===== src/rtl/cstate_pkg.sv =====
package cstate_pkg;
  typedef enum logic [2:0] {
    ST_C0     = 3'd0,
    ST_C1     = 3'd1,
    ST_C2     = 3'd2,
    ST_C4     = 3'd3,
    ST_C1_STP = 3'd4,
    ST_C1_SNP = 3'd5
  } thr_st_e;

  typedef enum logic [1:0] {
    PK_C0 = 2'd0,
    PK_C1 = 2'd1,
    PK_C2 = 2'd2,
    PK_C4 = 2'd3
  } pkg_st_e;

  // sub-states of the halted state count as halted
  function automatic pkg_st_e depth_of(thr_st_e s);
    case (s)
      ST_C0:   return PK_C0;
      ST_C2:   return PK_C2;
      ST_C4:   return PK_C4;
      default: return PK_C1;
    endcase
  endfunction
endpackage


===== src/rtl/thread_fsm.sv =====
module thread_fsm
  import cstate_pkg::*;
(
  input  logic    clk_i,
  input  logic    rst_ni,
  input  logic    thr_rst_i,
  input  logic    halt_i,
  input  logic    sleep_req_i,
  input  logic    sleep_deep_i,
  input  logic    smi_i,
  input  logic    wake_i,
  input  logic    rsm_i,
  input  logic    rsm_halt_i,
  input  logic    stpclk_i,
  input  logic    snoop_req_i,
  input  logic    snoop_done_i,
  output thr_st_e st_o,
  output logic    snoop_busy_o
);
  thr_st_e st_q, st_d;
  logic    smi_arm_q, smi_arm_d;
  thr_st_e deep_st;

  assign deep_st = sleep_deep_i ? ST_C4 : ST_C2;

  always_comb begin
    st_d      = st_q;
    smi_arm_d = smi_arm_q;
    if (thr_rst_i) begin
      st_d      = ST_C0;
      smi_arm_d = 1'b0;
    end else begin
      case (st_q)
        ST_C0: begin
          if (rsm_i && smi_arm_q) begin
            st_d      = rsm_halt_i ? ST_C1 : ST_C0;
            smi_arm_d = 1'b0;
          end else if (sleep_req_i) st_d = deep_st;
          else if (halt_i)          st_d = ST_C1;
        end
        ST_C1: begin
          if (smi_i || wake_i) begin
            st_d = ST_C0;
            if (smi_i) smi_arm_d = 1'b1;
          end else if (sleep_req_i) st_d = deep_st;
          else if (stpclk_i)        st_d = ST_C1_STP;
          else if (snoop_req_i)     st_d = ST_C1_SNP;
        end
        ST_C2, ST_C4: if (smi_i || wake_i) st_d = ST_C0;
        ST_C1_STP:    if (!stpclk_i) st_d = ST_C1;
        ST_C1_SNP:    if (snoop_done_i) st_d = ST_C1;
        default:      st_d = ST_C0;
      endcase
    end
  end

  always_ff @(posedge clk_i or negedge rst_ni) begin
    if (!rst_ni) begin
      st_q      <= ST_C0;
      smi_arm_q <= 1'b0;
    end else begin
      st_q      <= st_d;
      smi_arm_q <= smi_arm_d;
    end
  end

  assign st_o         = st_q;
  assign snoop_busy_o = (st_q == ST_C1_SNP);

  p_thr_rst_c0_r5: assert property (@(posedge clk_i) disable iff (!rst_ni)
    thr_rst_i |=> st_q == ST_C0);
  p_c1_wake_r4: assert property (@(posedge clk_i) disable iff (!rst_ni)
    (st_q == ST_C1 && (smi_i || wake_i)) |=> st_q == ST_C0);
  p_stp_hold_r6: assert property (@(posedge clk_i) disable iff (!rst_ni)
    (st_q == ST_C1_STP && stpclk_i && !thr_rst_i) |=> st_q == ST_C1_STP);
  p_snp_hold_r7: assert property (@(posedge clk_i) disable iff (!rst_ni)
    (st_q == ST_C1_SNP && !snoop_done_i && !thr_rst_i) |=> st_q == ST_C1_SNP);
  p_deep_src_r3: assert property (@(posedge clk_i) disable iff (!rst_ni)
    !(st_q inside {ST_C0, ST_C1}) |=>
      (!(st_q inside {ST_C2, ST_C4}) || st_q == $past(st_q)));
endmodule


===== src/rtl/pkg_resolve.sv =====
module pkg_resolve
  import cstate_pkg::*;
#(
  parameter int NT = 2
) (
  input  logic    clk_i,
  input  logic    rst_ni,
  input  thr_st_e st_i [NT],
  output pkg_st_e pkg_o
);
  pkg_st_e min_d, pkg_q;

  always_comb begin
    min_d = PK_C4;
    for (int i = 0; i < NT; i++)
      if (depth_of(st_i[i]) < min_d) min_d = depth_of(st_i[i]);
  end

  always_ff @(posedge clk_i or negedge rst_ni) begin
    if (!rst_ni) pkg_q <= PK_C0;
    else         pkg_q <= min_d;
  end

  assign pkg_o = pkg_q;

  p_pkg_c0_r9: assert property (@(posedge clk_i) disable iff (!rst_ni)
    (st_i[0] == ST_C0) |=> pkg_q == PK_C0);
  p_pkg_c4_r9: assert property (@(posedge clk_i) disable iff (!rst_ni)
    (pkg_q == PK_C4) |-> $past(st_i[0] == ST_C4 && st_i[NT-1] == ST_C4));
endmodule


===== src/rtl/cstate_coord.sv =====
module cstate_coord
  import cstate_pkg::*;
#(
  parameter int NT = 2
) (
  input  logic            clk_i,
  input  logic            rst_ni,
  input  logic [NT-1:0]   thr_rst_i,
  input  logic [NT-1:0]   halt_i,
  input  logic [NT-1:0]   sleep_req_i,
  input  logic [NT-1:0]   sleep_deep_i,
  input  logic [NT-1:0]   smi_i,
  input  logic [NT-1:0]   init_i,
  input  logic [NT-1:0]   nmi_i,
  input  logic [NT-1:0]   intr_i,
  input  logic [NT-1:0]   intmsg_i,
  input  logic [NT-1:0]   rsm_i,
  input  logic [NT-1:0]   rsm_halt_i,
  input  logic            stpclk_i,
  input  logic            snoop_req_i,
  input  logic            snoop_done_i,
  output logic [3*NT-1:0] thr_state_o,
  output logic [1:0]      pkg_state_o,
  output logic [NT-1:0]   snoop_busy_o
);
  localparam int ST_W = 3;

  thr_st_e st [NT];
  pkg_st_e pkg;

  for (genvar i = 0; i < NT; i++) begin : g_thr
    logic wake;
    assign wake = init_i[i] | nmi_i[i] | intr_i[i] | intmsg_i[i];

    thread_fsm u_fsm (
      .clk_i        (clk_i),
      .rst_ni       (rst_ni),
      .thr_rst_i    (thr_rst_i[i]),
      .halt_i       (halt_i[i]),
      .sleep_req_i  (sleep_req_i[i]),
      .sleep_deep_i (sleep_deep_i[i]),
      .smi_i        (smi_i[i]),
      .wake_i       (wake),
      .rsm_i        (rsm_i[i]),
      .rsm_halt_i   (rsm_halt_i[i]),
      .stpclk_i     (stpclk_i),
      .snoop_req_i  (snoop_req_i),
      .snoop_done_i (snoop_done_i),
      .st_o         (st[i]),
      .snoop_busy_o (snoop_busy_o[i])
    );

    assign thr_state_o[i*ST_W +: ST_W] = st[i];
  end

  pkg_resolve #(.NT(NT)) u_res (
    .clk_i  (clk_i),
    .rst_ni (rst_ni),
    .st_i   (st),
    .pkg_o  (pkg)
  );

  assign pkg_state_o = pkg;
endmodule


===== config.mk =====
export PLATFORM = sky130hd
export DESIGN_NAME = cstate_coord
export DESIGN_NICKNAME = d
export VERILOG_FILES = /design/src/rtl/cstate_pkg.sv /design/src/rtl/thread_fsm.sv /design/src/rtl/pkg_resolve.sv /design/src/rtl/cstate_coord.sv
export SDC_FILE = /design/constraint.sdc
export NUM_CORES = 1
export LEC_CHECK = 0
export ABC_AREA = 1
export CORE_MARGIN = 2
export CORE_UTILIZATION = 49
export CTS_BUF_LIST = sky130_fd_sc_hd__clkbuf_16
export DETAILED_ROUTE_END_ITERATION = 10
export DONT_BUFFER_PORTS = 1
export GPL_ROUTABILITY_DRIVEN = 0
export HOLD_SLACK_MARGIN = 0.12
export PLACE_DENSITY = 0.62
export SLEW_MARGIN = 5
export SYNTH_ARGS = -nofsm -noshare
export SYNTH_HDL_FRONTEND = slang
export SYNTH_SLANG_ARGS = --single-unit

===== constraint.sdc =====
create_clock -name clk_i -period 1.6 [get_ports clk_i]
set_input_delay 0.32 -clock clk_i [delete_from_list [all_inputs] [get_ports clk_i]]
set_output_delay 0.32 -clock clk_i [all_outputs]
set_load 0.05 [all_outputs]

Word level (Yosys, flattened, before mapping). Cells that the tools add are included.

Word-level logic and storage cells: 91. Flip-flop bits (word level): 10. Input bits: 27. Output and inout bits: 10.

Eq/ne operators: 26. Order comparisons: 2. Reductions and logical operators: 14. Bitwise logic cells: 6. Multiplexer cells: 38.

Operators with widths (number): $mux 3 (18); $pmux 3 s5 (2); $ne 3x2->1 const B (6); $ne 3x3->1 const B (6); $eq 3x2->1 const B (4); $eq 3x3->1 const B (4); $mux 1 (12); $ne 6x5->1 const B (2); $pmux 2 s3 (2); $ne 5x4->1 const B (2); $reduce_and 5->1 (2); $reduce_and 4->1 (2); $eq 3x1->1 const B (2); $logic_not 3->1 (2); $or 1x1->1 (6); $reduce_bool 3->1 (2); $mux 2 (2); $pmux 1 s2 (2); $reduce_or 2->1 (2); $logic_and 1x1->1 (2); $logic_or 1x1->1 (2); $lt 2x2->1 (1); $lt 2x2->1 const B (1).

Longest topological paths before layout. Gate-level depths: netlist of run 1.

Depth after elaboration: 7. Depth in mapped cells: 10. Depth with buffers taken out: 10.

Hierarchy. Synthesis of run 1 repeated with hierarchy kept, for this count alone.

Cells, all modules: 141. Area, all modules: 882.1 sq um.

By module, submodules not included: thread_fsm (seq. area each 100.1 sq um, area each 367.9 sq um, instances 2, cells an instance 59); pkg_resolve (seq. area each 50.0 sq um, area each 123.9 sq um, instances 1, cells an instance 17); cstate_coord (seq. area each 0.0 sq um, area each 22.5 sq um, instances 1, cells an instance 6).

Worst setup path before layout of run 1. No wires, ideal clock.

Path kind: register to register. From: reg g_thr[0].u_fsm.st_q[1]. To: reg u_res.pkg_q[0] (netlist: u_res.pkg_o[0]). Period minus slack after synthesis: 1.585 ns. Required time: 1.534 ns. Cell stages (with the launch flop): 8. Slack: 0.015 ns. Arrival: 1.519 ns. Cells stage by stage: dfrtp_1 inv_2 nor2_1 inv_1 ha_1 o211ai_1 o31ai_1 inv_1.

Word-level cells in the longest chain between the ends: 6.

RTL lines: from (decl) (line thread_fsm.sv:20) `thr_st_e st_q, st_d;`; from (signal assigned) (line thread_fsm.sv:62) `st_q <= st_d;`; $eq 3x2->1 / $logic_not 3->1 (equally long branches) (line cstate_pkg.sv:20) `case (s)`; $pmux 2 s3 * (line cstate_pkg.sv:20); $lt 2x2->1 (line pkg_resolve.sv:16) `if (depth_of(st_i[i]) < min_d) min_d = depth_of(st_i[i]);`; $mux 2 * (line pkg_resolve.sv:16); $lt 2x2->1 (line pkg_resolve.sv:16); $mux 2 * (line pkg_resolve.sv:16); via u_res.min_d[0] (line pkg_resolve.sv:11) `pkg_st_e min_d, pkg_q;`; to (signal assigned) (line pkg_resolve.sv:21) `else pkg_q <= min_d;`; to (decl) (line pkg_resolve.sv:11).

The timed path passes the listed nets; every way through them passes the cells marked *. A chain may end at the register's enable or synchronous reset.

Worst setup path in the final report of run 1.
From: reg g_thr[1].u_fsm.st_q[1]. To: out snoop_busy_o[1].

Word-level cells in the longest chain between the ends: 1.

RTL lines: from (decl) (line thread_fsm.sv:20); from (signal assigned) (line thread_fsm.sv:62); $eq 3x3->1 (line thread_fsm.sv:68) `assign snoop_busy_o = (st_q == ST_C1_SNP);`; to (decl) (line cstate_coord.sv:24) `output logic [NT-1:0] snoop_busy_o`.

Every way passes these cells.

==> results.md, run 1 <==
* Run status: finished, final reports clean
* Drt first pass iters at 4
* Worst Path Arrival at about 1100 ps
* Drt via density at 4.91
* Ys Warns at 0
* Hold Fails Final Rpt at 0
* Cell count after synthesis at approximately 160
* Share of cells above drive strength 1 at 0.191
* Post-Place Setup Slack at ~250 ps
* RSZ-0062 raised after global routing: false
* Worst Setup Path Type: register to output pin
* Syn_area_per_cell at 5.81 um^2
* Max_cap viols at 0
* Full die area at 2290 um^2
* Net count reported at finish at slightly above 200
* Power Dens Cells at between 900 and 1000 nW/um^2
* Root Driver: clkbuf_16
* VDD IR max at roughly 0.42 mV
* Core area at 1760 um^2
* Fin Hold WS at ~150 ps
* Hold Path Class: primary input to register
* Final wirelength at around 2200 um
* Setup TNS at 0 ps
* Fraction of registers with async set/reset at 1.00
* WL/cell at between 10 and 15 um
* Num CTS Buffers at 3
* Number of top-level pins at 37
* Top cells by area, synth: dfrtp_1 (27%), nand2_1 (20%), nor2_1 (9.6%)
* # fillers at 185
* Die W at 47.8 um
* Initial antenna violation count at 0
* Vert. Die Dim at 47.8 um
* Port bufs at 0
* Max Slew Vio Count at 0
* Syn Std Cell Area at roughly 940 um^2
* Synthesized flop and latch total at 10
* Setup WS post-layout at approximately 140 ps
* Post-DP HPWL at 1730 um
* Seq/Total Area, Yosys at 0.266
* Slew HR at 0.659
* FF-to-FF path depth at 7
* Drt initial violations at 11
* Area grow syn2layout at 20.2%
* Syn Nets at between 150 and 200
* Peak Freq at around 680 MHz
* Top_reg_cell synth: dfrtp_1
* Final ANT Viol Nets at 0
* Vias post-DR at a little under 1000
* Clock Path Buffers at 2
* Maximum fanout along the worst path at 6
* Fin cells at 198
* Starting Density at 0.533
* Period utilization at 0.913
* Cell variety after synth at 19
* Worst Path Required at 1280 ps
* Reg area at roughly 250 um^2
* EDFF count, synth at 0
* Clock sink count at 10
* Top-count cell post-synth: nand2_1
* Area share of the largest cell type after synthesis at 0.266
* Leak Pwr at approximately 0.68 nW
* Clock transition at path regs at around 40 ps
* H-tree lvl count at 1
* Top cells by count, synth: nand2_1 (50), nor2_1 (24), inv_1 (23)
* Endpoints failing setup at 0
* Row cnt at 15
* Area leader, netlist: dfrtp_1
* Clk_skew at 3.82 ps
* Worst slew pin tran at 509 ps
* Multi-input logic area at ~550 um^2
* Gr ovfl total at 0
* Drt drc at 0
* Clk_lat worst skew at 240 ps
* First-pass GRT wire length at roughly 3500 um
* CTS tree: yes
* Placed cell count at between 150 and 200
* Final design utilization at 0.641
* Vias in the first global route at around 860
* Ant diodes at 0
* Total Routing Usage GR at 0.212
* Startpoint types: register
* Largest net degree at the start of global routing at 11
* Hold Path Cell Cnt at 1
* CP Capture Type: output pin
* Fin crit period at 1460 ps
stage by stage:
step,total power [mW],instance area (um^2)
2_1_floorplan,0.572,941
3_3_place_gp,0.635,1040
3_5_place_dp,0.644,1040
4_1_cts,1.10,1130
5_1_grt,1.16,1130
6_report,1.10,1130
report_power, final:
group	switching [mW]	internal (mW)	total, mW	leakage [nW]
Combinational	0.213	0.101	0.314	0.504
Clock	0.122	0.328	0.451	0.0385
Sequential	0.0537	0.280	0.334	0.136
timing repair:
action,4_1_cts,5_1_grt
setup buffers,0,0
hold endpoints to repair,10,0
gates resized for setup,0,0
endpoints found under the setup margin,0,0
hold buffers,1,0
registers in the layout, indices dropped and copies added, names as in the netlist:
signal                 flops
g_thr.u_fsm.smi_arm_q      2
g_thr.u_fsm.st_o           6
u_res.pkg_o                2
critical path, stage by stage (launching register included):
cell and delay (ps):
dfrtp_1 420, inv_2 130, nand3_1 110, inv_1 110
buf_12 140
logic make-up (layout without fill, tap and decap cells):
family | count (synthesis) | in the layout | synth area share
AOI/OAI and AO/OA | 9 | 9 | 0.0532
adders and majority gates | 2 | 2 | 0.0266
buffers and inverters | 35 | 46 | 0.148
DFF | 10 | 10 | 0.266
and+or+nand+nor | 106 | 106 | 0.507
routing by layer:
layer | track usage | wire (um) | up-vias
li1 | - | - | 516
met1 | 0.308 | 1080 | 419
met2 | 0.320 | 931 | 36
met3 | 0.0189 | 118 | 2
met4 | 0.0865 | 20 | 0
met5 | 0 | 0 | -
final cells by class:
cell class,count,area share
repair buffers,9,0.0841
flip-flops and latches,10,0.221
well taps,25,0.0277
clock inverters,1,0.00332
clock buffers,3,0.0664
multi-input cells,117,0.488
inverters,33,0.110
placed cells by master, fill, tap and decap left out:
cell / instances
nor2_1: 24
nand2_2: 5
nor3_2: 1
buf_12: 2
nand3_2: 2
inv_2: 10
o31ai_1: 1
inv_1: 23
nand4_1: 2
clkinv_1: 1
nor3_1: 3
nor2_2: 2
ha_1: 2
nand2_4: 2
buf_4: 6
clkbuf_16: 3
nand2_1: 50
o211ai_1: 1
a21oi_1: 5
o21ai_0: 2
nand3_1: 15
dfrtp_1: 10
dlygate4sd3_1: 1
worst paths after layout:
check	startpoint	endpoint	slack (ps)
setup / recovery	g_thr[1].u_fsm.st_o[1]$_DFFE_PN0P_	snoop_busy_o[1]	140
hold / removal	thr_rst_i[0]	g_thr[0].u_fsm.smi_arm_q$_DFFE_PN0P_	150
setup reg to reg	g_thr[1].u_fsm.st_o[1]$_DFFE_PN0P_	u_res.pkg_o[0]$_DFF_PN0_	240
hold reg to reg	g_thr[1].u_fsm.smi_arm_q$_DFFE_PN0P_	g_thr[1].u_fsm.smi_arm_q$_DFFE_PN0P_	510
max in group asynchronous	rst_ni	g_thr[1].u_fsm.smi_arm_q$_DFFE_PN0P_	760
min in group asynchronous	rst_ni	g_thr[0].u_fsm.st_o[0]$_DFFE_PN0P_	490
(Power assumes the default switching activity.)
==> inputs of run 2 (changes only) <==
--- a/config.mk
+++ b/config.mk
@@ -12,7 +12,6 @@
 export DETAILED_ROUTE_END_ITERATION = 10
 export DONT_BUFFER_PORTS = 1
 export GPL_ROUTABILITY_DRIVEN = 0
-export HOLD_SLACK_MARGIN = 0.12
 export PLACE_DENSITY = 0.62
 export SLEW_MARGIN = 5
 export SYNTH_ARGS = -nofsm -noshare
==> results of run 2 <==
Final layout, timing and power as in run 1 (identical DEF).
==> inputs of run 3 (changes only) <==
--- a/config.mk
+++ b/config.mk
@@ -9,6 +9,7 @@
 export CORE_MARGIN = 2
 export CORE_UTILIZATION = 49
 export CTS_BUF_LIST = sky130_fd_sc_hd__clkbuf_16
+export CTS_CLUSTER_DIAMETER = 80
 export DETAILED_ROUTE_END_ITERATION = 10
 export DONT_BUFFER_PORTS = 1
 export GPL_ROUTABILITY_DRIVEN = 0
==> results of run 3 <==
Final layout, timing and power as in run 1 (identical DEF).
